`config.mk`:
```
export PLATFORM = sky130hd
export DESIGN_NAME = csel_unit
export DESIGN_NICKNAME = d
export VERILOG_FILES = /design/src/rtl/csel_pkg.sv /design/src/rtl/csel_cond_eval.sv /design/src/rtl/csel_xform.sv /design/src/rtl/csel_unit.sv
export SDC_FILE = /design/constraint.sdc
export NUM_CORES = 1
export LEC_CHECK = 0
export BUFFER_PORTS_ARGS = -buffer_cell sky130_fd_sc_hd__buf_4
export CAP_MARGIN = 30
export CORE_MARGIN = 2
export CORE_UTILIZATION = 45
export CTS_CLUSTER_DIAMETER = 120
export CTS_CLUSTER_SIZE = 12
export DETAILED_ROUTE_END_ITERATION = 7
export GPL_TIMING_DRIVEN = 0
export PLACE_DENSITY = 0.83
export SYNTH_ARGS = -nofsm -noshare
export SYNTH_HDL_FRONTEND = slang
export SYNTH_SLANG_ARGS = --single-unit
```
`constraint.sdc`:
```
create_clock -name clk -period 3.3 [get_ports clk]
set_clock_uncertainty 0.05 [all_clocks]
set_input_delay 0 -clock clk [delete_from_list [all_inputs] [get_ports clk]]
set_output_delay 0 -clock clk [all_outputs]
set_load 0.02 [all_outputs]
```
`src/rtl/csel_pkg.sv`:
```
package csel_pkg;
  typedef enum logic [1:0] {
    CS_SEL = 2'd0,
    CS_INC = 2'd1,
    CS_INV = 2'd2,
    CS_NEG = 2'd3
  } csel_op_e;

  localparam int FLAG_N = 3;
  localparam int FLAG_Z = 2;
  localparam int FLAG_C = 1;
  localparam int FLAG_V = 0;

  // base test selected by cond[3:1]; cond[0] inverts it (except for 3'b111)
  localparam logic [2:0] BASE_ALWAYS = 3'b111;
endpackage

```
`src/rtl/csel_cond_eval.sv`:
```
module csel_cond_eval
  import csel_pkg::*;
(
  input  logic [3:0] cond,
  input  logic [3:0] flags,
  output logic       taken
);
  logic fn, fz, fc, fv;
  logic base;

  assign fn = flags[FLAG_N];
  assign fz = flags[FLAG_Z];
  assign fc = flags[FLAG_C];
  assign fv = flags[FLAG_V];

  always_comb begin
    unique case (cond[3:1])
      3'd0:    base = fz;
      3'd1:    base = fc;
      3'd2:    base = fn;
      3'd3:    base = fv;
      3'd4:    base = fc & ~fz;
      3'd5:    base = (fn == fv);
      3'd6:    base = ~fz & (fn == fv);
      default: base = 1'b1;
    endcase
  end

  assign taken = (cond[0] && cond[3:1] != BASE_ALWAYS) ? ~base : base;
endmodule

```
`src/rtl/csel_xform.sv`:
```
module csel_xform
  import csel_pkg::*;
#(
  parameter int WIDTH = 64
) (
  input  logic [1:0]       op,
  input  logic [WIDTH-1:0] src,
  output logic [WIDTH-1:0] alt
);
  csel_op_e op_e;
  assign op_e = csel_op_e'(op);

  always_comb begin
    unique case (op_e)
      CS_SEL:  alt = src;
      CS_INC:  alt = src + WIDTH'(1);
      CS_INV:  alt = ~src;
      default: alt = WIDTH'(0) - src;
    endcase
  end
endmodule

```
`src/rtl/csel_unit.sv`:
```
module csel_unit
  import csel_pkg::*;
#(
  parameter int WIDTH = 64
) (
  input  logic             clk,
  input  logic             rst,
  input  logic             in_valid,
  input  logic [1:0]       op,
  input  logic [WIDTH-1:0] opa,
  input  logic [WIDTH-1:0] opb,
  input  logic [3:0]       cond,
  input  logic [3:0]       flags,
  output logic             out_valid,
  output logic [WIDTH-1:0] result
);
  logic             taken;
  logic [WIDTH-1:0] alt;
  logic [WIDTH-1:0] pick;

  csel_cond_eval u_cond (
    .cond  (cond),
    .flags (flags),
    .taken (taken)
  );

  csel_xform #(.WIDTH(WIDTH)) u_xform (
    .op  (op),
    .src (opb),
    .alt (alt)
  );

  assign pick = taken ? opa : alt;

  always_ff @(posedge clk) begin
    if (rst) begin
      out_valid <= 1'b0;
      result    <= '0;
    end else begin
      out_valid <= in_valid;
      if (in_valid) result <= pick;
    end
  end
endmodule

```
==> impl_metrics.csv <==
group,metric,value,unit
die,chipHeight,116,um
grt,grt_pass1_vias,7309,
synth,synth_compound_area_share,22.9,%
synth,synth_edf_count,0,
finish,final_common_cell,"buf_4",
synth,syn_avg_cell_area,7.51,um2
synth,synth_simple_gate_area_share,32.2,%
setup_path,worstSetupPathType,"primary input to register",
place,place_hpwl,18600,um
die,row_count,41,
finish,layout_common_cells,"buf_4, dlygate4sd3_1, dfxtp_1, a21oi_1, clkbuf_1",
setup_path,start_kind,"primary input",
clock_tree,htree_num_levels,3,
synth,async_reset_ff_share,0,%
die,die_x,116,um
drt,dr_total_vias,7794,
setup_path,ff2ff_setup_slack,1.76,ns
die,num_io_pins,206,
sta,hold_viol,0,
sta,grt_setup_unrepaired,"no",
run,max_cap_viol_count,0,
setup_path,worstReg2RegEnd,"result[46]",
synth,syn_inst,757,
sta,tightest_slew,0.826,ns
grt,grt_pass1_wl,39100,um
die,die_area,0.0135,mm2
place,place.gp.congestion,0.973,
place,io_buffers,191,
sta,setup_violations,0,
grt,overflow,0,
power,p_total,3.05,mW
drt,vias_per_cell,6.44,
drt,antenna_left,0,
synth,synth_top_cell_area_share,22.9,%
clock_tree,clkLatencyLatePin,0.34,ns
clock_tree,clkSlewWorstSetupHoldPaths,0.06,ns
grt,grt_max_degree,12,
setup_path,reg2reg_from,"result[46]",
clock_tree,cts_setup_buffers,0,
synth,yosysTopAreaCell,"dfxtp_1",
setup_path,worstSetupStartpoint,"opb[8]",
grt,antenna_found_initial,1,
setup_path,worstPathRequired,3.48,ns
hold_path,hp-start,"opa[24]",
power,powerDensity,361,mW/mm2
clock_tree,clock-sinks,65,
finish,fin_nets,1176,
sta,maxSlewHeadroom,44.9,%
sta,fmax,0.314,GHz
synth,synth_fa_ha_area_share,0.440,%
die,coreArea,0.0125,mm2
status,status,"finished with violations",
hold_path,hold_path_end,"result[24]",
hold_path,holdPathStages,5,
setup_path,critPathMaxFanout,9,
clock_tree,clock_path_buffers,2,
drt,dr.pass1.iters,8,
sta,drv_slew,0,
drt,routedWlPerCell,21.7,um
clock_tree,cts_buffers,9,
sta,finalCritPeriodShare,96.6,%
synth,ys_seq_area_share,22.9,%
status,violations,"DRC",
sta,setup_tns,0,ns
synth,synth_top_family_by_area,"simple AND/OR/NAND/NOR gates",
synth,synth_ff_type,"dfxtp_1",
drt,drt_iter0_markers,980,
finish,drive_gt1_share,23.2,%
drt,drc,1,
grt,grt_util_all_layers,37.5,%
synth,yosys-mux-area-fraction,5.99,%
synth,synth_seq_cells,65,
finish,area_delta_synth_final,48.7,%
sta,fin_crit,3.19,ns
synth,synth-xor-area-share,9.86,%
power,ir_worst_vdd,0.283,mV
synth,syn_area,0.00568,mm2
setup_path,crit_arrival,3.36,ns
synth,synthTopCellsByArea,"dfxtp_1, xnor2_1, a21oi_1",
clock_tree,cts_tree,"built",
drt,routed_wl,26300,um
synth,ys_types,66,
setup_path,end_kind,"register",
setup_path,rr_worst_depth,4,
power,p_leak,3.35,nW
synth,ys_warn_count,0,
synth,synth_fp_nets,900,
die,start_util,45.6,%
hold_path,hold_path.class,"primary input to register",
clock_tree,clock-root-buffer,"clkbuf_16",
-- critical path, stage by stage --
cell and delay, ns:
clkbuf_1 0.22, or4_1 0.57, nor4_2 0.64, nand3_1 0.38, o31a_1 0.35, o21ai_0 0.24
xor2_1 0.22, o221ai_1 0.14, dlygate4sd3_1 0.60
-- worst max-delay path by stage --
| stage | endpoint | slack (ns) | cells after the start |
|---|---|---|---|
| CTS | result[59] | 0.03 | 10 |
| finish | result[47] | 0.11 | 9 |
| detailed placement | result[57] | 0.16 | 9 |
| global placement | result[57] | 0.14 | 9 |
| global route | result[47] | 0.01 | 9 |
| floorplan | result[60] | 0.83 | 8 |
-- cells by family (layout without fill, tap and decap cells) --
kind of cell | after synthesis | count (layout)
AO/OA/AOI/OAI | 198 | 198
XOR/XNOR | 64 | 64
adder cells (fa/ha/maj) | 2 | 2
buffers and inverters | 83 | 364
flip-flops | 65 | 65
multiplexers | 33 | 33
other | 0 | 1
AND/OR/NAND/NOR | 312 | 312
-- flip-flops by register name, indices dropped and copies added, names as in the netlist --
name,count
result,64
out_valid,1
-- power breakdown --
group          leakage, nW  switching (mW)  internal, mW
registers            0.537          0.0470         0.862
clock network        0.155           0.370         0.703
logic                 2.66           0.593         0.480
total                 3.35            1.01          2.04
-- layout make-up --
cell class                 count  area, um2
timing repair buffer         265       2170
multi-input combinational    609       4110
clock buffer                  12        256
clock inverter                 4       75.1
tap                          172        215
sequential                    65       1300
buffer                        63        250
antenna                        1       2.50
inverter                      20       75.1
fill                        1005       4010
-- cells in the mapped netlist (7+ instances only) --
library cell  count
a211oi_1          7
a21oi_1          58
a31oi_1          14
a41oi_1           7
and3_1           12
and4_1           13
clkbuf_1         55
dfxtp_1          65
inv_1            19
mux2_2            8
mux2i_1          25
nand2_1          25
nand2b_1         40
nand3_1          27
nand4_1          40
nor2_1           45
nor3_1           27
nor4_1           26
o21ai_0          23
o221ai_1         19
o22ai_1          30
or3_1            12
or4_1            10
xnor2_1          43
xor2_1           21
-- metrics by stage --
step | util, % | instance area (um2) | hold WS (ns) | worst slack, ns | cells
after floorplan | - | 5680 | 0.0886 | 0.828 | 757
after global placement | 58.8 | 7330 | 0.190 | 0.144 | 1120
after detailed placement | 58.8 | 7330 | 0.195 | 0.158 | 1120
after CTS | 67.3 | 8390 | 0.000910 | 0.0279 | 1209
after global routing | 67.8 | 8450 | 0.0327 | 0.0108 | 1211
final | 67.8 | 8450 | 0.0105 | 0.112 | 1211
-- timing repair --
action / in CTS / in global routing
resized for setup: 0 / 8
hold endpoints to repair: 56 / 0
hold buffers: 73 / 0
setup endpoints to repair: 0 / 9
-- layer usage --
layer / wire length (um) / vias to the layer above / share of wire, % / track usage, %
met1: 10000 / 3622 / 38 / 47.3
met5: 0 / - / 0 / 0
met2: 12000 / 611 / 46 / 59.3
li1: - / 3453 / - / -
met4: 1110 / 0 / 4.2 / 17.3
met3: 3170 / 108 / 12 / 10.7
No activity file was read; power rests on OpenSTA's default activity.
